## src/rtl/uart_xcvr_pkg.sv

```systemverilog
package uart_xcvr_pkg;
  typedef enum logic [1:0] {RX_IDLE, RX_START, RX_BITS} rx_state_e;

  typedef struct packed {
    logic nine;
    logic par_en;
    logic par_odd;
    logic msb_first;
  } frame_cfg_t;
endpackage

```

## src/rtl/uart_tx_core.sv

```systemverilog
module uart_tx_core
  import uart_xcvr_pkg::*;
#(
  parameter int OSR = 16,
  parameter int DW  = 9
) (
  input  logic          clk_i,
  input  logic          rst_ni,
  input  logic          tick_i,
  input  frame_cfg_t    cfg_i,
  input  logic [DW-1:0] data_i,
  input  logic          valid_i,
  output logic          ready_o,
  output logic          busy_o,
  output logic          line_o
);
  localparam int FW = DW + 3;
  localparam int CW = $clog2(OSR);
  localparam int LW = $clog2(FW + 1);

  logic [DW-1:0] dmask, dord;
  logic [FW-1:0] frame, sr_q;
  logic [LW-1:0] flen, left_q;
  logic [CW-1:0] cnt_q;
  logic          par, busy_q;
  int            n;

  always_comb begin
    n     = cfg_i.nine ? DW : DW - 1;
    dmask = data_i;
    if (!cfg_i.nine) dmask[DW-1] = 1'b0;
    dord = dmask;
    if (cfg_i.msb_first) begin
      for (int i = 0; i < DW - 1; i++) dord[i] = cfg_i.nine ? dmask[DW-1-i] : dmask[DW-2-i];
      dord[DW-1] = cfg_i.nine ? dmask[0] : 1'b0;
    end
    par   = (^dmask) ^ cfg_i.par_odd;
    frame = '1;
    frame[0] = 1'b0;
    for (int k = 0; k < DW; k++) if (k < n) frame[k+1] = dord[k];
    if (cfg_i.par_en)
      for (int k = 0; k <= DW; k++) if (k == n) frame[k+1] = par;
    flen = LW'(n + 2 + int'(cfg_i.par_en));
  end

  always_ff @(posedge clk_i or negedge rst_ni) begin
    if (!rst_ni) begin
      busy_q <= 1'b0;
      sr_q   <= '1;
      left_q <= '0;
      cnt_q  <= '0;
    end else if (!busy_q) begin
      if (valid_i) begin
        busy_q <= 1'b1;
        sr_q   <= frame;
        left_q <= flen;
        cnt_q  <= '0;
      end
    end else if (tick_i) begin
      if (cnt_q == CW'(OSR - 1)) begin
        cnt_q  <= '0;
        sr_q   <= {1'b1, sr_q[FW-1:1]};
        left_q <= left_q - 1'b1;
        if (left_q == LW'(1)) busy_q <= 1'b0;
      end else begin
        cnt_q <= cnt_q + 1'b1;
      end
    end
  end

  assign ready_o = !busy_q;
  assign busy_o  = busy_q;
  assign line_o  = busy_q ? sr_q[0] : 1'b1;

  AST_START_LOW: assert property (@(posedge clk_i) disable iff (!rst_ni)
    $fell(ready_o) |-> !line_o);
  AST_READY_DROP: assert property (@(posedge clk_i) disable iff (!rst_ni)
    (valid_i && ready_o) |=> !ready_o);
endmodule

```

## src/rtl/uart_rx_core.sv

```systemverilog
module uart_rx_core
  import uart_xcvr_pkg::*;
#(
  parameter int OSR = 16,
  parameter int DW  = 9
) (
  input  logic          clk_i,
  input  logic          rst_ni,
  input  logic          tick_i,
  input  frame_cfg_t    cfg_i,
  input  logic          line_i,
  output logic [DW-1:0] data_o,
  output logic          valid_o,
  output logic          par_err_o,
  output logic          frm_err_o
);
  localparam int CW   = $clog2(OSR);
  localparam int LW   = $clog2(DW + 3);
  localparam int HALF = OSR / 2;

  rx_state_e     state_q;
  logic [CW-1:0] cnt_q;
  logic [LW-1:0] idx_q;
  logic [DW-1:0] shf_q;
  logic          par_q;
  int            n, bi;

  always_comb begin
    n  = cfg_i.nine ? DW : DW - 1;
    bi = int'(idx_q);
  end

  always_ff @(posedge clk_i or negedge rst_ni) begin
    if (!rst_ni) begin
      state_q   <= RX_IDLE;
      cnt_q     <= '0;
      idx_q     <= '0;
      shf_q     <= '0;
      par_q     <= 1'b0;
      data_o    <= '0;
      valid_o   <= 1'b0;
      par_err_o <= 1'b0;
      frm_err_o <= 1'b0;
    end else begin
      valid_o   <= 1'b0;
      par_err_o <= 1'b0;
      frm_err_o <= 1'b0;
      unique case (state_q)
        RX_IDLE: if (!line_i) begin
          state_q <= RX_START;
          cnt_q   <= '0;
        end
        RX_START: if (tick_i) begin
          if (cnt_q == CW'(HALF - 1)) begin
            cnt_q   <= '0;
            idx_q   <= '0;
            shf_q   <= '0;
            state_q <= line_i ? RX_IDLE : RX_BITS; // glitch reject
          end else begin
            cnt_q <= cnt_q + 1'b1;
          end
        end
        RX_BITS: if (tick_i) begin
          if (cnt_q == CW'(OSR - 1)) begin
            cnt_q <= '0;
            idx_q <= idx_q + 1'b1;
            if (bi < n) begin
              for (int k = 0; k < DW; k++)
                if (k == (cfg_i.msb_first ? n - 1 - bi : bi)) shf_q[k] <= line_i;
            end else if (cfg_i.par_en && bi == n) begin
              par_q <= line_i;
            end else begin
              state_q   <= RX_IDLE;
              valid_o   <= 1'b1;
              data_o    <= shf_q;
              frm_err_o <= !line_i;
              par_err_o <= cfg_i.par_en && ((^shf_q) ^ cfg_i.par_odd ^ par_q);
            end
          end else begin
            cnt_q <= cnt_q + 1'b1;
          end
        end
        default: state_q <= RX_IDLE;
      endcase
    end
  end

  AST_VALID_PULSE: assert property (@(posedge clk_i) disable iff (!rst_ni)
    valid_o |=> !valid_o);
  AST_ERR_QUAL: assert property (@(posedge clk_i) disable iff (!rst_ni)
    (par_err_o || frm_err_o) |-> valid_o);
  AST_NINE_CLEAR: assert property (@(posedge clk_i) disable iff (!rst_ni)
    (valid_o && !cfg_i.nine) |-> !data_o[DW-1]);
endmodule

```

## src/rtl/uart_frame_xcvr.sv

```systemverilog
module uart_frame_xcvr
  import uart_xcvr_pkg::*;
#(
  parameter int OSR = 16,
  parameter int DW  = 9,
  parameter int SYNC_STAGES = 2
) (
  input  logic          clk_i,
  input  logic          rst_ni,
  input  logic          baud_tick_i,
  input  logic          cfg_nine_i,
  input  logic          cfg_par_en_i,
  input  logic          cfg_par_odd_i,
  input  logic          cfg_msb_first_i,
  input  logic          cfg_tx_inv_i,
  input  logic          cfg_rx_inv_i,
  input  logic          cfg_loop_i,
  input  logic          cfg_rx_from_pin_i,
  input  logic [DW-1:0] tx_data_i,
  input  logic          tx_valid_i,
  output logic          tx_ready_o,
  output logic [DW-1:0] rx_data_o,
  output logic          rx_valid_o,
  output logic          rx_par_err_o,
  output logic          rx_frm_err_o,
  output logic          txd_o,
  output logic          txd_oe_o,
  input  logic          txd_pin_i,
  input  logic          rxd_i
);
  frame_cfg_t             cfg;
  logic                   tx_line, tx_busy, rx_src;
  logic [SYNC_STAGES-1:0] sync_q;

  assign cfg = '{nine: cfg_nine_i, par_en: cfg_par_en_i,
                 par_odd: cfg_par_odd_i, msb_first: cfg_msb_first_i};

  uart_tx_core #(.OSR(OSR), .DW(DW)) u_tx (
    .clk_i   (clk_i),
    .rst_ni  (rst_ni),
    .tick_i  (baud_tick_i),
    .cfg_i   (cfg),
    .data_i  (tx_data_i),
    .valid_i (tx_valid_i),
    .ready_o (tx_ready_o),
    .busy_o  (tx_busy),
    .line_o  (tx_line)
  );

  assign txd_o    = tx_line ^ cfg_tx_inv_i;
  assign txd_oe_o = (cfg_loop_i && cfg_rx_from_pin_i) ? tx_busy : 1'b1;

  always_comb begin
    if (!cfg_loop_i)           rx_src = rxd_i;
    else if (cfg_rx_from_pin_i) rx_src = txd_pin_i;
    else                       rx_src = txd_o;
  end

  always_ff @(posedge clk_i or negedge rst_ni) begin
    if (!rst_ni) sync_q <= '1;
    else         sync_q <= {sync_q[SYNC_STAGES-2:0], rx_src ^ cfg_rx_inv_i};
  end

  uart_rx_core #(.OSR(OSR), .DW(DW)) u_rx (
    .clk_i     (clk_i),
    .rst_ni    (rst_ni),
    .tick_i    (baud_tick_i),
    .cfg_i     (cfg),
    .line_i    (sync_q[SYNC_STAGES-1]),
    .data_o    (rx_data_o),
    .valid_o   (rx_valid_o),
    .par_err_o (rx_par_err_o),
    .frm_err_o (rx_frm_err_o)
  );

  AST_OE_RELEASE: assert property (@(posedge clk_i) disable iff (!rst_ni)
    (cfg_loop_i && cfg_rx_from_pin_i && tx_ready_o) |-> !txd_oe_o);
  AST_OE_DEFAULT: assert property (@(posedge clk_i) disable iff (!rst_ni)
    !cfg_loop_i |-> txd_oe_o);
endmodule

```

## config.mk

```make
export PLATFORM = sky130hd
export DESIGN_NAME = uart_frame_xcvr
export DESIGN_NICKNAME = d
export VERILOG_FILES = /design/src/rtl/uart_xcvr_pkg.sv /design/src/rtl/uart_tx_core.sv /design/src/rtl/uart_rx_core.sv /design/src/rtl/uart_frame_xcvr.sv
export SDC_FILE = /design/constraint.sdc
export NUM_CORES = 1
export LEC_CHECK = 0
export BUFFER_PORTS_ARGS = -buffer_cell sky130_fd_sc_hd__buf_4
export CORE_MARGIN = 1
export CORE_UTILIZATION = 45
export CTS_BUF_LIST = sky130_fd_sc_hd__clkbuf_8 sky130_fd_sc_hd__clkbuf_16
export CTS_CLUSTER_DIAMETER = 200
export CTS_CLUSTER_SIZE = 30
export DETAILED_ROUTE_END_ITERATION = 7
export GPL_TIMING_DRIVEN = 0
export SETUP_SLACK_MARGIN = 0.3
export SYNTH_ARGS = -nofsm -noshare
export SYNTH_HDL_FRONTEND = slang
export SYNTH_SLANG_ARGS = --single-unit
```

## constraint.sdc

```tcl
create_clock -name clk_i -period 3.03 [get_ports clk_i]
set_clock_uncertainty 0.15 [all_clocks]
set_input_delay 0.606 -clock clk_i [delete_from_list [all_inputs] [get_ports clk_i]]
set_output_delay 0.606 -clock clk_i [all_outputs]
set_load 0.01 [all_outputs]
```

Word level (Yosys, flattened, before mapping)
Index checks and enable logic that the tools add are counted.
{"block": "op_classes", "add_sub_neg": 8, "order_cmp": 10, "n_eq_ne": 43, "mux": 104, "n_bitwise": 7, "reduce_logical": 29}
{"operator": "equality test 4 x 32 -> 1 bit (first input constant)", "count": 8}
{"operator": "equality test 3 x 32 -> 1 bit (first input constant)", "count": 4}
{"operator": "less-than comparator 4 x 32 -> 1 bit (first input constant)", "count": 4}
{"operator": "equality test 5 x 32 -> 1 bit (first input constant)", "count": 3}
{"operator": "AND reduction 7 bit", "count": 10}
{"operator": "two-way mux 4 bit", "count": 17}
{"operator": "equality test 2 x 32 -> 1 bit (first input constant)", "count": 2}
{"operator": "zero test 32 bit", "count": 2}
{"operator": "less-than comparator 3 x 32 -> 1 bit (first input constant)", "count": 2}
{"operator": "two-way mux 1 bit", "count": 63}
{"operator": "two-way mux 9 bit", "count": 6}
{"operator": "two-way mux 12 bit", "count": 4}
{"operator": "equality test 5 x 32 -> 1 bit", "count": 1}
{"operator": "less-than comparator 1 x 32 -> 1 bit (first input constant)", "count": 1}
{"operator": "less-than comparator 2 x 32 -> 1 bit (first input constant)", "count": 1}
{"operator": "less-than comparator 5 x 32 -> 1 bit", "count": 1}
{"operator": "less-than comparator 5 x 32 -> 1 bit (first input constant)", "count": 1}
{"operator": "two-way mux 32 bit", "count": 1}
{"operator": "subtractor 32 x 2 -> 32 bit (second input constant)", "count": 1}
{"operator": "subtractor 32 x 5 -> 32 bit", "count": 1}
{"operator": "inequality test 2 x 1 -> 1 bit (second input constant)", "count": 12}
{"operator": "one-hot mux 9 bit (2 select lines)", "count": 1}
{"operator": "XOR reduction 9 bit", "count": 2}
{"operator": "two-way mux 2 bit", "count": 8}
{"operator": "other kinds (25)", "count": 45}
{"block": "totals", "ff_bits": 55, "input_bits": 23, "output_inout_bits": 15, "elab_cells": 223}

Logic depth before layout (Yosys ltp)
Gate-level depths: netlist of run 1.
{"block": "logic_depth", "ltp_word": 10, "depth_mapped": 9, "ltp_nobuf": 9}

Hierarchy
A second synthesis of run 1 with hierarchy kept.
{"block": "hier_totals", "hier_cells": 359, "hier_area_um2": 3588.4}
{"module": "uart_rx_core", "n_inst": 1, "cells_per_inst": 196, "area_per_inst_um2": 2108.3, "seq_area_each_um2": 800.8}
{"module": "uart_tx_core", "n_inst": 1, "cells_per_inst": 150, "area_per_inst_um2": 1336.3, "seq_area_each_um2": 514.2}
{"module": "uart_frame_xcvr", "n_inst": 1, "cells_per_inst": 13, "area_per_inst_um2": 143.9, "seq_area_each_um2": 52.6}

Worst setup path after synthesis of run 1
No wires, ideal clock.
{"block": "synth_timing", "kind": "input to register", "from": "input port cfg_nine_i", "to": "register u_rx.shf_q[5]", "t_arrival_ns": 1.985, "path_slack_ns": 0.764, "cell_stages": 6, "path_cell_list": "ha_1 -> ha_1 -> mux2i_1 -> nor4b_4 -> nand2_1 -> mux2i_1"}
{"block": "synth_via", "elab_chain_len": 7, "elab_cells_between_ends": 9, "cone_classes": "add/sub (2); order compare (1); eq/ne (3); mux (2); reduce/logical (1)"}
{"item": "from (decl)", "line_no": "uart_frame_xcvr.sv:11", "rtl": "input logic cfg_nine_i,"}
{"item": "two-way mux 1 bit (*)", "line_no": "uart_rx_core.sv:29", "rtl": "n = cfg_i.nine ? DW : DW - 1;"}
{"item": "subtractor 32 x 2 -> 32 bit", "line_no": "uart_rx_core.sv:69", "rtl": "if (k == (cfg_i.msb_first ? n - 1 - bi : bi)) shf_q[k] <= line_i;"}
{"item": "subtractor 32 x 5 -> 32 bit", "line_no": "uart_rx_core.sv:69"}
{"item": "two-way mux 32 bit", "line_no": "uart_rx_core.sv:69"}
{"item": "equality test 4 x 32 -> 1 bit", "line_no": "uart_rx_core.sv:69"}
{"item": "inequality test 2 x 1 -> 1 bit (no source line)"}
{"item": "AND reduction 7 bit (no source line) (*)"}
{"item": "to (signal, indexed assignment)", "line_no": "uart_rx_core.sv:69"}
{"item": "to (decl)", "line_no": "uart_rx_core.sv:24", "rtl": "logic [DW-1:0] shf_q;"}
Every way passes the cells marked *; elsewhere a longest branch is shown, timed or not.
A chain may end at the register's enable or synchronous reset.

Final worst setup path of run 1
{"block": "layout_timing", "from": "register u_rx.idx_q[1]", "to": "register u_rx.shf_q[5]"}
{"block": "layout_via", "elab_chain_len": 5, "elab_cells_between_ends": 7, "cone_classes": "add/sub (1); order compare (1); eq/ne (3); mux (1); reduce/logical (1)"}
{"item": "from (decl)", "line_no": "uart_rx_core.sv:23", "rtl": "logic [LW-1:0] idx_q;"}
{"item": "from (signal assigned)", "line_no": "uart_rx_core.sv:66", "rtl": "idx_q <= idx_q + 1'b1;"}
{"item": "subtractor 32 x 5 -> 32 bit", "line_no": "uart_rx_core.sv:69"}
{"item": "two-way mux 32 bit", "line_no": "uart_rx_core.sv:69"}
{"item": "equality test 4 x 32 -> 1 bit", "line_no": "uart_rx_core.sv:69"}
{"item": "inequality test 2 x 1 -> 1 bit (no source line)"}
{"item": "AND reduction 7 bit (no source line) (*)"}
Marks and branches as above.

==> reports/results.env, run 1 <==
GRT_MOST_USED_LAYER='met2'
OVERFLOW_AFTER_GRT=0
AREA_SHARE_OF_THE_LARGEST_CELL_TYPE_AFTER_SYNTHESIS_PCT=30.9
GP_ROUTABILITY_CONGESTION=0.842
NETLIST_INSTANCES=344
GRT.MET1_USAGE_PCT=26.9
POWER.IR.VDD_WORST_mV=0.453
WORST-R2R-SETUP-SLACK_PS=610
CTS_INSERTED_BUFFERS=5
MAX_CLOCK_FREQ_GHz=0.412
SYNTH_COMPOUND_GATE_AREA_SHARE_PCT=13.6
CTS.SINKS=54
DESIGN.DIE.AREA_UM2=7740
CRIT_PATH_START='u_rx.idx_q[1]'
GRT_PASS1_WL_UM=12000
POSTLAYOUTCOREUTIL_PCT=54.5
POST_SYNTH_AND_OR_NAND_NOR_AREA_FRACTION_PCT=17.8
DRT-INITIAL-DRC-COUNT=110
LAYOUT_WORST_PATH_CYCLE_SHARE_PCT=80.0
CTS.PATH.MAX_BUFFERS=2
AREA_GROWTH_PCT=14.4
PLACE.DETAILED.HPWL_UM=5190
PROPORTION_OF_LAYOUT_CELLS_WITH_A_DRIVE_SUFFIX_ABOVE_1_PCT=19.9
CLOCK-ROOT-BUFFER='sky130_fd_sc_hd__clkbuf_8'
SETUP.WORST_PATH.END_CLASS='register'
PLACEMENT_ROWS=30
NUMBER_OF_ENABLE_FLIP_FLOP_CELLS_AFTER_SYNTHESIS=0
LARGEST_CELLS_BY_AREA_AFTER_SYNTHESIS='sky130_fd_sc_hd__dfrtp_1 (31%), sky130_fd_sc_hd__dfstp_2 (10%), sky130_fd_sc_hd__mux2i_1 (7.8%)'
COMBINATIONAL_FAMILY_WITH_THE_MOST_AREA_AFTER_SYNTHESIS='simple AND/OR/NAND/NOR gates'
SOURCE_TO_SINK_CLOCK_DELAY_AT_THE_LATER_PIN_OF_THE_WORST_SKEW_PAIR_PS=310
POST-LAYOUT-TOTAL-POWER_mW=2.58
SYNTH.YOSYS.SEQ_AREA_SHARE_PCT=41.1
CLKSLEWWORSTSETUPHOLDPATHS_PS=110
SYNTH_AREA_LEADER_CELL='sky130_fd_sc_hd__dfrtp_1'
CP.REQUIRED_PS=3080
YOSYSUNIQUECELLTYPES=49
POSTCTSSETUPREPAIRBUFS=0
TOTALWIRELENGTH_UM=7140
IO_PINS=38
FINALNETCOUNT=422
YS_DOMINANT_REG_CELL='sky130_fd_sc_hd__dfrtp_1'
FIN_WS_PS=605
UNREPAIRED_SETUP_ENDPOINTS_AFTER_GLOBAL_ROUTING='false'
SHORTEST_CLOCK_PERIOD_THE_WORST_PATH_ALLOWS_AFTER_LAYOUT_PS=2420
LEAKAGE_nW=1.74
WORST_SLEW_MARGIN_REL_PCT=54.4
NET_COUNT_AFTER_SYNTHESIS=380
ROUTED_WIRE_PER_STD_CELL_UM=14.8
NUMBER_OF_STORAGE_ELEMENTS_IN_THE_SYNTHESIS_NETLIST=54
VIAS=2605
DIE_HEIGHT_UM=88.0
FIN_TNS_SETUP_PS=0
DRC=0
FINAL-SEQ-AREA_UM2=1370
GRT_MAX_DEGREE=55
LAYOUT_COMMON_CELLS='sky130_fd_sc_hd__dfrtp_1 (41), sky130_fd_sc_hd__nand2_1 (40), sky130_fd_sc_hd__buf_4 (35)'
RUN_STATUS='completed'
ANTENNA_CELLS_INSERTED=0
FLOORPLAN.DIE.WIDTH_UM=88.0
TIMING.FINAL.HOLD_VIOLATIONS=0
HOLD_PATH_CLASS='in2async'
CRIT_PATH_MAX_FANOUT=9
MULTI_INPUT_COMB_AREA_UM2=1820
SYNTH-ADDER-AREA-SHARE_PCT=4.89
DRV_CAP=0
LAYOUT_COMMONEST_CELL='sky130_fd_sc_hd__dfrtp_1'
WORST-R2R-CELL-COUNT=9
GROUTE.LAYER.MET3.USAGE_PCT=2.83
CTS_TREE='done'
DETAIL_ROUTE.FIRST_PASS.ITERATIONS=5
CORE_AREA_UM2=6980
DRTANTENNAVIOLNETS=0
SYNTH.AREA.MUX_SHARE_PCT=12.2
CRITICALPATHCATEGORY='reg2reg'
MAPPEDNETLISTAREA_UM2=3320
SYNTH_XOR_XNOR_AREA_SHARE_PCT=6.21
PLACEMENT.IO_BUFFERS=35
WORSTMARGINPINSLEW_PS=683
FINALMAXSLEWVIOLATIONS=0
FIRST_GLOBAL_VIAS=2549
RR_STARTPOINT='u_rx.idx_q[1]'
CTS.REPAIR.RESIZED=0
GRTUSAGEMET2_PCT=33.8
POWER.DENSITY_CELL_AREA_nW_PER_UM2=678
CRITPATHARRIVALTIME_PS=2470
CLOCK_H_TREE_LEVELS=2
YOSYSWARNINGCOUNT=0
ROUTED_VIA_DENSITY=5.39
RR_ENDPOINT='u_rx.shf_q[5]'
ANTENNA_FOUND_INITIAL=0
TRACK_USAGE_PCT=20.0
CRITPATHCAPTURE='u_rx.shf_q[5]'
NFILLCELLS=657
REPORT.FINAL.SETUP_VIOL=0
INITIAL_CORE_UTIL_PCT=47.6
WORST_SETUP_PATH_START_KIND='register'
SYNTH-ASYNC-RESET-RATIO_PCT=100
POSTCTSHOLDBUFS=0
SYN_AREA_PER_CELL_UM2=9.66
DP_WORST_SETUP_SLACK_PS=435
-- synthesized netlist by cell type (8+ instances only) --
| library cell | count |
|---|---|
| sky130_fd_sc_hd__mux2i_1 | 26 |
| sky130_fd_sc_hd__a21oi_1 | 25 |
| sky130_fd_sc_hd__dfstp_2 | 13 |
| sky130_fd_sc_hd__nand3_1 | 10 |
| sky130_fd_sc_hd__nor2_1 | 30 |
| sky130_fd_sc_hd__o21ai_0 | 11 |
| sky130_fd_sc_hd__a211oi_1 | 8 |
| sky130_fd_sc_hd__xnor2_1 | 17 |
| sky130_fd_sc_hd__clkbuf_1 | 8 |
| sky130_fd_sc_hd__nand2_1 | 40 |
| sky130_fd_sc_hd__dfrtp_1 | 41 |
| sky130_fd_sc_hd__inv_1 | 12 |
| sky130_fd_sc_hd__ha_1 | 13 |
-- logic make-up (layout without fill, tap and decap cells) --
logic type,count (synthesis),in the layout
multiplexers,39,39
flip-flops,54,54
AO/OA/AOI/OAI,71,71
XOR/XNOR,22,22
adder cells (fa/ha/maj),13,13
buffers and inverters,30,73
AND/OR/NAND/NOR,115,115
-- registers in the layout (all words and copies together), names as in the netlist --
signal / flops
u_rx.par_err_o: 1
u_tx.cnt_q: 4
u_rx.cnt_q: 4
u_rx.idx_q: 4
u_tx.sr_q: 11
sync_q: 2
u_rx.data_o: 9
u_rx.par_q: 1
u_tx.left_q: 4
u_rx.frm_err_o: 1
u_tx.busy_o: 1
u_rx.state_q: 2
u_rx.shf_q: 9
u_rx.valid_o: 1
-- metal layers --
| metal | vias up | wire (um) |
|---|---|---|
| met5 | - | 0 |
| met4 | 0 | 80 |
| met3 | 5 | 194 |
| met2 | 44 | 3330 |
| met1 | 1260 | 3530 |
| li1 | 1296 | - |
-- critical path, cell delays in order, from the launching register on --
cell and delay [ps]:
sky130_fd_sc_hd__dfrtp_1 400, sky130_fd_sc_hd__clkbuf_1 210, sky130_fd_sc_hd__nor2_1 200, sky130_fd_sc_hd__nand2_1 80
sky130_fd_sc_hd__ha_1 300, sky130_fd_sc_hd__nor2b_1 230, sky130_fd_sc_hd__nand3_1 100, sky130_fd_sc_hd__a31oi_1 360
sky130_fd_sc_hd__nand2_1 130, sky130_fd_sc_hd__mux2i_1 140
-- cell type report --
type                            instances  share of cell area (%)
Buffer                                 18                    2.40
Clock buffer                            5                    1.81
Clock inverter                          3                   0.691
Inverter                               12                    1.18
Multi-Input combinational cell        260                    47.9
Sequential cell                        54                    36.0
Tap cell                               96                    3.16
Timing Repair Buffer                   35                    6.91
-- through the flow --
| step | cell area (um2) | std cells | hold WS, ps |
|---|---|---|---|
| after floorplan | 3320 | 344 | 160 |
| after CTS | 3800 | 483 | 200 |
| final | 3800 | 483 | 181 |
| after global placement | 3710 | 475 | 203 |
| after detailed placement | 3710 | 475 | 199 |
| after global routing | 3800 | 483 | 224 |
-- power breakdown --
part           leakage, nW  internal, mW  total, mW  switching, mW
clock network       0.0483         0.168      0.423          0.255
registers            0.674         0.970       1.13          0.162
logic                 1.01         0.466       1.02          0.556
total                 1.74          1.60       2.58          0.973
-- how the worst min path moves through the flow --
stage	slack, ps	depth (start not counted)	end	startpoint
after floorplan	160	0	u_rx.cnt_q[0]	rst_ni
after global placement	200	0	sync_q[1]	sync_q[0]
after detailed placement	200	0	sync_q[1]	sync_q[0]
after CTS	200	1	u_rx.data_o[1]	rst_ni
after global routing	220	0	sync_q[1]	sync_q[0]
final	180	1	u_tx.busy_o	rst_ni
Note: power is estimated with default switching activity, not from simulation.
==> inputs of run 2 (changes only) <==
==> constraint.sdc (replaced) <==
create_clock -name clk_i -period 2.35 [get_ports clk_i]
set_clock_uncertainty 0.15 [all_clocks]
set_input_delay 0.47 -clock clk_i [delete_from_list [all_inputs] [get_ports clk_i]]
set_output_delay 0.47 -clock clk_i [all_outputs]
set_load 0.01 [all_outputs]
==> run 2 against run 1 <==
Non-clock buffer count grew 13. Via count grew 2.0%. Critical path depth shrank 2. Global-route usage grew 0.78 points. Sequential power grew 30%. Fmax grew 16%. Worst setup slack lost 340 ps. Flip-flop and latch count is the same. Clock power grew 46%. Largest power group is now combinational logic.
==> reports/results.env, run 2 (synthesized netlist as in run 1, its figures left out) <==
DRC=0  # unchanged
AREA_GROWTH_PCT=24.9
LEAKAGE_nW=1.85  # +6.8%
FLOORPLAN.DIE.WIDTH_UM=88.0  # unchanged
CTS_INSERTED_BUFFERS=5  # unchanged
CLOCK_H_TREE_LEVELS=2  # unchanged
CLKSLEWWORSTSETUPHOLDPATHS_PS=100  # about the same
ROUTED_VIA_DENSITY=5.35  # -0.71%
INITIAL_CORE_UTIL_PCT=47.6  # unchanged
FINALMAXSLEWVIOLATIONS=0  # unchanged
CRIT_PATH_START='u_rx.idx_q[0]'
SOURCE_TO_SINK_CLOCK_DELAY_AT_THE_LATER_PIN_OF_THE_WORST_SKEW_PAIR_PS=310  # about the same
CRIT_PATH_MAX_FANOUT=4  # -5
RR_STARTPOINT='u_rx.idx_q[0]'
GRT_PASS1_WL_UM=12600  # +4.4%
VIAS=2656  # +2.0%
CTS_TREE='done'
UNREPAIRED_SETUP_ENDPOINTS_AFTER_GLOBAL_ROUTING='true'
HOLD_PATH_CLASS='in2async'
DRTANTENNAVIOLNETS=0  # unchanged
TOTALWIRELENGTH_UM=7530  # +5.4%
CTS.SINKS=54  # unchanged
CTS.PATH.MAX_BUFFERS=2  # unchanged
CORE_AREA_UM2=6980  # unchanged
ROUTED_WIRE_PER_STD_CELL_UM=15.2  # +2.6%
POWER.DENSITY_CELL_AREA_nW_PER_UM2=930  # +37%
CRITICALPATHCATEGORY='reg2reg'
LAYOUT_COMMONEST_CELL='sky130_fd_sc_hd__buf_4'
RR_ENDPOINT='u_rx.state_q[0]'
PLACEMENT.IO_BUFFERS=35  # unchanged
RUN_STATUS='completed'
IO_PINS=38  # unchanged
WORST-R2R-SETUP-SLACK_PS=260  # -340 ps
REPORT.FINAL.SETUP_VIOL=0  # unchanged
FIN_TNS_SETUP_PS=0  # unchanged
WORST_SLEW_MARGIN_REL_PCT=52.7  # -1.8 points
LARGEST_REG_FLOPS=11  # unchanged
DESIGN.DIE.AREA_UM2=7740  # unchanged
CLOCK-ROOT-BUFFER='sky130_fd_sc_hd__clkbuf_8'
GRT_MAX_DEGREE=55  # unchanged
DRV_CAP=0  # unchanged
DETAIL_ROUTE.FIRST_PASS.ITERATIONS=4  # -1
POWER.IR.VDD_WORST_mV=0.548  # +21%
DRT-INITIAL-DRC-COUNT=65  # -41%
POST_LAYOUT_NONFILLER_INSTANCES=496  # +2.7%
ANTENNA_CELLS_INSERTED=0  # unchanged
LARGEST-REGISTER='u_tx.sr_q'
REG_TOP3='u_tx.sr_q x11, u_rx.data_o x9, u_rx.shf_q x9'
POST-LAYOUT-TOTAL-POWER_mW=3.86  # +50%
SHORTEST_CLOCK_PERIOD_THE_WORST_PATH_ALLOWS_AFTER_LAYOUT_PS=2090  # -337 ps
MAX_CLOCK_FREQ_GHz=0.479  # +16%
PLACEMENT_ROWS=30  # unchanged
WORST_SETUP_PATH_START_KIND='register'
PLACE.DETAILED.HPWL_UM=5290  # +2.0%
DP.CELLS=475  # unchanged
OVERFLOW_AFTER_GRT=0  # unchanged
FINALNETCOUNT=435  # +3.1%
FINAL_CELL_AREA_UM2=4150  # +9.2%
LAYOUT_WORST_PATH_CYCLE_SHARE_PCT=88.8  # +8.8 points
DIE_HEIGHT_UM=88.0  # unchanged
FIRST_GLOBAL_VIAS=2633  # +3.3%
TRACK_USAGE_PCT=20.8  # +0.78 points
CELL_AREA_AFTER_PLACEMENT_UM2=3720  # +0.37%
HOLD_WS_PS=42.3  # -139 ps
WORSTMARGINPINSLEW_PS=710  # +26.5 ps
CRITPATHCAPTURE='u_rx.state_q[0]'
GP_ROUTABILITY_CONGESTION=0.789  # -6.3%
CRITPATHARRIVALTIME_PS=2130  # -340 ps
WORST-R2R-CELL-COUNT=7  # -2
ANTENNA_FOUND_INITIAL=0  # unchanged
CP.REQUIRED_PS=2400  # -680 ps
LAYOUT_COMMON_CELLS='sky130_fd_sc_hd__buf_4 (49), sky130_fd_sc_hd__dfrtp_1 (40), sky130_fd_sc_hd__nand2_1 (36)'
TIMING.FINAL.HOLD_VIOLATIONS=0  # unchanged
SETUP.WORST_PATH.END_CLASS='register'
PROPORTION_OF_LAYOUT_CELLS_WITH_A_DRIVE_SUFFIX_ABOVE_1_PCT=31.5  # +12 points
-- run 2: cell count changes in the layout (fill, tap and decap cells not counted), sizes merged --
cell,previous run,this run
bufinv,0,1
buf,45,58
inv,12,14
clkinv,3,0
-- run 2: stage by stage --
stage	util (%)	setup WS, ps
6_report	59.5	263
5_1_grt	59.5	170
4_1_cts	57.6	250
3_5_place_dp	53.3	-53.6
3_3_place_gp	53.3	-66.6
2_1_floorplan	-	316
-- run 2: cell type report --
type / instances / area (um2)
inverter: 12 / 45.0
sequential: 54 / 1370
timing repair buffer: 48 / 360
clock inverter: 3 / 37.5
buffer: 18 / 114
fill: 626 / 2830
clock buffer: 5 / 68.8
multi-input combinational: 260 / 2040
tap: 96 / 120
-- run 2: where the power goes --
part | internal, mW | total, mW | switching [mW] | leakage (nW)
sequential | 1.25 | 1.47 | 0.219 | 0.674
clock | 0.311 | 0.616 | 0.305 | 0.0607
combinational | 0.874 | 1.77 | 0.901 | 1.12
total | 2.44 | 3.86 | 1.43 | 1.85
-- run 2: how the worst min path moves through the flow --
stage                          from              to  cells after the start  slack, ps
after detailed placement  sync_q[0]       sync_q[1]                      0        200
after global placement    sync_q[0]       sync_q[1]                      0        200
after floorplan              rst_ni   u_rx.cnt_q[0]                      0         20
after global routing         rst_ni  u_tx.left_q[2]                      1        100
after CTS                    rst_ni  u_tx.left_q[1]                      1         80
final                        rst_ni  u_tx.left_q[3]                      1         40
-- run 2: critical path: stages, from the launching register on --
cell	delay, ps
sky130_fd_sc_hd__dfrtp_1	400
sky130_fd_sc_hd__inv_2	120
sky130_fd_sc_hd__ha_4	230
sky130_fd_sc_hd__a21oi_2	190
sky130_fd_sc_hd__o31ai_4	100
sky130_fd_sc_hd__buf_4	160
sky130_fd_sc_hd__a211oi_4	270
sky130_fd_sc_hd__mux2_2	360
-- run 2: timing repair --
item,4_1_cts,5_1_grt
gates cloned,0,0
pin swaps,13,5
buffers inserted,10,3
hold buffers,0,0
endpoints found under the setup margin,28,37
gates resized for setup,27,27
-- run 2: layer usage --
metal / up-vias / track usage [%] / wire [um]
met5: - / 0 / 0
met2: 45 / 35.5 / 3690
li1: 1319 / - / -
met1: 1285 / 28.0 / 3590
met4: 0 / 4.47 / 58
met3: 7 / 2.92 / 189
==> inputs of run 3 (changes only) <==
--- a/config.mk
+++ b/config.mk
@@ -5,10 +5,10 @@
 export SDC_FILE = /design/constraint.sdc
 export NUM_CORES = 1
 export LEC_CHECK = 0
+export ABC_AREA = 1
 export BUFFER_PORTS_ARGS = -buffer_cell sky130_fd_sc_hd__buf_4
 export CORE_MARGIN = 1
 export CORE_UTILIZATION = 45
-export CTS_BUF_LIST = sky130_fd_sc_hd__clkbuf_8 sky130_fd_sc_hd__clkbuf_16
 export CTS_CLUSTER_DIAMETER = 200
 export CTS_CLUSTER_SIZE = 30
 export DETAILED_ROUTE_END_ITERATION = 7
==> run 3 against run 2 <==
Critical path depth increased by 6. Largest cell class unchanged. Critical endpoint is now u_rx.shf_q[1]. Synthesized area up 0.45%. Fmax grew 5.6%. Via count grew 13%.
==> reports/results.env, run 3 <==
SOURCE_TO_SINK_CLOCK_DELAY_AT_THE_LATER_PIN_OF_THE_WORST_SKEW_PAIR_PS=300  # about the same
ROUTED_VIA_DENSITY=4.90  # -8.4%
SYNTH.YOSYS.SEQ_AREA_SHARE_PCT=41.0  # -0.18 points
POST-LAYOUT-TOTAL-POWER_mW=3.76  # -2.6%
GRT.MET1_USAGE_PCT=29.9  # +1.9 points
REPORT.FINAL.SETUP_VIOL=0  # unchanged
RR_STARTPOINT='u_rx.idx_q[0]'
CRITPATHARRIVALTIME_PS=2040  # -90 ps
CRITICAL_PATH.MOST_COMMON_CELL='sky130_fd_sc_hd__nand2_1'
WORST_SETUP_PATH_START_KIND='register'
ROUTED_WIRE_PER_STD_CELL_UM=12.4  # -18%
MAPPEDNETLISTAREA_UM2=3340  # +0.45%
NUMBER_OF_ENABLE_FLIP_FLOP_CELLS_AFTER_SYNTHESIS=0  # unchanged
GP_ROUTABILITY_CONGESTION=0.804  # +1.8%
POWER.IR.VDD_WORST_mV=0.324  # -41%
OVERFLOW_AFTER_GRT=0  # unchanged
DESIGN.DIE.AREA_UM2=7770  # +0.44%
IO_PINS=38  # unchanged
CORE_AREA_UM2=7210  # +3.3%
GRT_MAX_DEGREE=55  # unchanged
LAYOUT_COMMONEST_CELL='sky130_fd_sc_hd__nand2_1'
FIRST_GLOBAL_VIAS=2592  # -1.6%
CELL_TYPE_OF_THE_SLOWEST_STAGE_ON_THE_WORST_TIMING_PATH='sky130_fd_sc_hd__dfrtp_1'
ANTENNA_CELLS_INSERTED=0  # unchanged
WORSTMARGINPINSLEW_PS=668  # -41.4 ps
WORST-R2R-CELL-COUNT=13  # +6
HOLD_PATH_CLASS='in2async'
GROUTE.LAYER.MET3.USAGE_PCT=3.11  # +0.19 points
ANTENNA_FOUND_INITIAL=0  # unchanged
NETLIST_INSTANCES=458  # +33%
YOSYSWARNINGCOUNT=0  # unchanged
LARGEST_REG_FLOPS=11  # unchanged
CTS.SINKS=54  # unchanged
GRT_MOST_USED_LAYER='met2'
WORST_SLEW_MARGIN_REL_PCT=55.4  # +2.8 points
REG_TOP3='u_tx.sr_q x11, u_rx.data_o x9, u_rx.shf_q x9'
SYNTH_AREA_LEADER_CELL='sky130_fd_sc_hd__dfrtp_1'
LEAKAGE_nW=2.03  # +9.6%
SHORTEST_CLOCK_PERIOD_THE_WORST_PATH_ALLOWS_AFTER_LAYOUT_PS=1980  # -111 ps
CP_CELL_SEQUENCE='inv_2 > ha_4 > nand2_4 > ha_4 > nand2_4 > o21ai_4 > nand2_2 > nor2_1 > nand2_1 > nand2_1 > nand2_1 > nand2_1 > nand2_1'
CRITPATHBUFINV=1  # -1
AREA_GROWTH_PCT=22.3
CLOCK_H_TREE_LEVELS=2  # unchanged
MAX_CLOCK_FREQ_GHz=0.506  # +5.6%
VIAS=3006  # +13%
POWER.DENSITY_CELL_AREA_nW_PER_UM2=921  # -0.99%
YOSYS.CELL_COUNT.TOP_TYPE='sky130_fd_sc_hd__nand2_1'
INITIAL_CORE_UTIL_PCT=46.3  # -1.3 points
SYN_AREA_PER_CELL_UM2=7.29  # -25%
DRC=0  # unchanged
FLOORPLAN.DIE.WIDTH_UM=88.1  # +0.22%
DETAIL_ROUTE.FIRST_PASS.ITERATIONS=5  # +1
DRV_CAP=0  # unchanged
POSTCTSHOLDBUFS=0  # unchanged
CRITICAL_PATH.TOP_DELAY_FAMILY='simple AND/OR/NAND/NOR gates'
PLACEMENT.IO_BUFFERS=37  # +5.7%
MAX_STAGE_DELAY_PS=410  # about the same
FIN_TNS_SETUP_PS=0  # unchanged
CP.REQUIRED_PS=2410  # about the same
LARGEST_CELLS_BY_AREA_AFTER_SYNTHESIS='sky130_fd_sc_hd__dfrtp_1 (31%), sky130_fd_sc_hd__nand2_1 (18%), sky130_fd_sc_hd__dfstp_2 (10%)'
PROPORTION_OF_LAYOUT_CELLS_WITH_A_DRIVE_SUFFIX_ABOVE_1_PCT=23.2  # -8.3 points
GRTUSAGEMET2_PCT=30.8  # -4.7 points
CLOCK-ROOT-BUFFER='sky130_fd_sc_hd__clkbuf_8'
RR_ENDPOINT='u_rx.shf_q[1]'
DRTANTENNAVIOLNETS=0  # unchanged
RUN_STATUS='completed'
GRT_PASS1_WL_UM=12100  # -3.6%
TOTALWIRELENGTH_UM=7590  # +0.84%
FINALMAXSLEWVIOLATIONS=0  # unchanged
NUMBER_OF_STORAGE_ELEMENTS_IN_THE_SYNTHESIS_NETLIST=54  # unchanged
LAYOUT_WORST_PATH_CYCLE_SHARE_PCT=84.1  # -4.7 points
FINALNETCOUNT=549  # +26%
DIE_HEIGHT_UM=88.1  # +0.22%
PLACEMENT_ROWS=31  # +3.3%
SYNTH.TOP_CELLS.BY_COUNT='sky130_fd_sc_hd__nand2_1 (164), sky130_fd_sc_hd__dfrtp_1 (41), sky130_fd_sc_hd__inv_1 (40), sky130_fd_sc_hd__nand3_1 (31), sky130_fd_sc_hd__o21ai_1 (24)'
CRITICALPATHCATEGORY='reg2reg'
PLACE.DETAILED.HPWL_UM=5580  # +5.4%
UNREPAIRED_SETUP_ENDPOINTS_AFTER_GLOBAL_ROUTING='true'
CTS_INSERTED_BUFFERS=5  # unchanged
CLKSLEWWORSTSETUPHOLDPATHS_PS=100  # about the same
CTS_TREE='done'
CTS.PATH.MAX_BUFFERS=2  # unchanged
AREA_SHARE_OF_THE_LARGEST_CELL_TYPE_AFTER_SYNTHESIS_PCT=30.7  # -0.14 points
LARGEST-REGISTER='u_tx.sr_q'
LAYOUT_COMMON_CELLS='sky130_fd_sc_hd__nand2_1 (157), sky130_fd_sc_hd__buf_4 (48), sky130_fd_sc_hd__dfrtp_1 (40)'
TIMING.FINAL.HOLD_VIOLATIONS=0  # unchanged
YOSYSUNIQUECELLTYPES=35  # -29%
YS_DOMINANT_REG_CELL='sky130_fd_sc_hd__dfrtp_1'
CRIT_PATH_MAX_FANOUT=5  # +1
SYNTH-ASYNC-RESET-RATIO_PCT=100  # unchanged
DRT-INITIAL-DRC-COUNT=102  # +57%
SETUP.WORST_PATH.END_CLASS='register'
WORST-R2R-SETUP-SLACK_PS=370  # +110 ps
NET_COUNT_AFTER_SYNTHESIS=494  # +30%
TRACK_USAGE_PCT=20.0  # -0.75 points
run 3: changes by cell type after synthesis, sizes merged, moves of 13 or more:
| cell | change |
|---|---|
| o21ai | +36 |
| xnor2 | -13 |
| nand2 | +125 |
| mux2 | -13 |
| mux2i | -25 |
| inv | +40 |
| nand3 | +21 |
run 3: through the flow:
stage                     cells  setup WS [ps]  hold WS (ps)  utilization (%)  area [um2]
after floorplan             458            473          24.4                -        3340
after global placement      594            148           196             51.9        3740
after detailed placement    594            110           197             51.9        3740
after CTS                   605            234          80.5             53.8        3880
after global routing        613            255           107             56.6        4080
final                       613            374          54.8             56.6        4080
run 3: where the power goes:
part / internal, mW / switching [mW]
registers: 1.21 / 0.209
logic: 0.703 / 1.02
clock network: 0.319 / 0.297
run 3: cell families (layout without fill, tap and decap cells):
| logic type | Yosys count | in the layout | synth area share [%] |
|---|---|---|---|
| muxes | 1 | 1 | 0.300 |
| and+or+nand+nor | 233 | 233 | 28.8 |
| xor gates and xnor gates | 13 | 13 | 3.41 |
| DFF | 54 | 54 | 41.0 |
| buffers and inverters | 65 | 121 | 7.76 |
| adders and majority gates | 13 | 13 | 4.87 |
| AOI/OAI and AO/OA | 79 | 79 | 13.9 |
run 3: final cells by class:
| class | instances | area (um2) |
|---|---|---|
| sequential | 54 | 1370 |
| clock buffer | 7 | 76.3 |
| buffer | 13 | 80.1 |
| timing repair buffer | 48 | 360 |
| multi-input combinational | 339 | 1840 |
| fill | 748 | 3130 |
| inverter | 52 | 200 |
| clock inverter | 1 | 30.0 |
| tap | 99 | 124 |
run 3: worst max path at each step:
stage / end / cells after the start / slack (ps) / start
finish: u_rx.shf_q[1] / 13 / 370 / u_rx.idx_q[0]
CTS: txd_oe_o / 5 / 230 / u_tx.busy_o
global placement: u_rx.shf_q[8] / 12 / 150 / cfg_nine_i
detailed placement: u_rx.shf_q[8] / 12 / 110 / cfg_nine_i
global route: u_rx.shf_q[4] / 13 / 260 / u_rx.idx_q[0]
floorplan: u_rx.shf_q[2] / 13 / 470 / u_rx.idx_q[0]
run 3: metal layers:
layer  routed length, um  share of wire, %  vias up
met5                   0                 0        -
met4                  36              0.47        0
met3                 215               2.8        4
met2                3400                45       48
met1                3940                52     1361
li1                    -                 -     1593
run 3: worst register-to-register path, stage by stage, from the launching register on:
cell and delay (ps):
sky130_fd_sc_hd__dfrtp_1 410, sky130_fd_sc_hd__inv_2 130, sky130_fd_sc_hd__ha_4 180, sky130_fd_sc_hd__nand2_4 70, sky130_fd_sc_hd__ha_4 280, sky130_fd_sc_hd__nand2_4 50
sky130_fd_sc_hd__o21ai_4 110, sky130_fd_sc_hd__nand2_2 110, sky130_fd_sc_hd__nor2_1 100, sky130_fd_sc_hd__nand2_1 70, sky130_fd_sc_hd__nand2_1 70, sky130_fd_sc_hd__nand2_1 60
sky130_fd_sc_hd__nand2_1 50, sky130_fd_sc_hd__nand2_1 40
run 3: what timing repair did:
action | 4_1_cts | 5_1_grt
endpoints found under the setup margin | 11 | 23
gates cloned | 0 | 1
resized for setup | 4 | 41
pin swaps | 0 | 14
setup buffers | 3 | 7
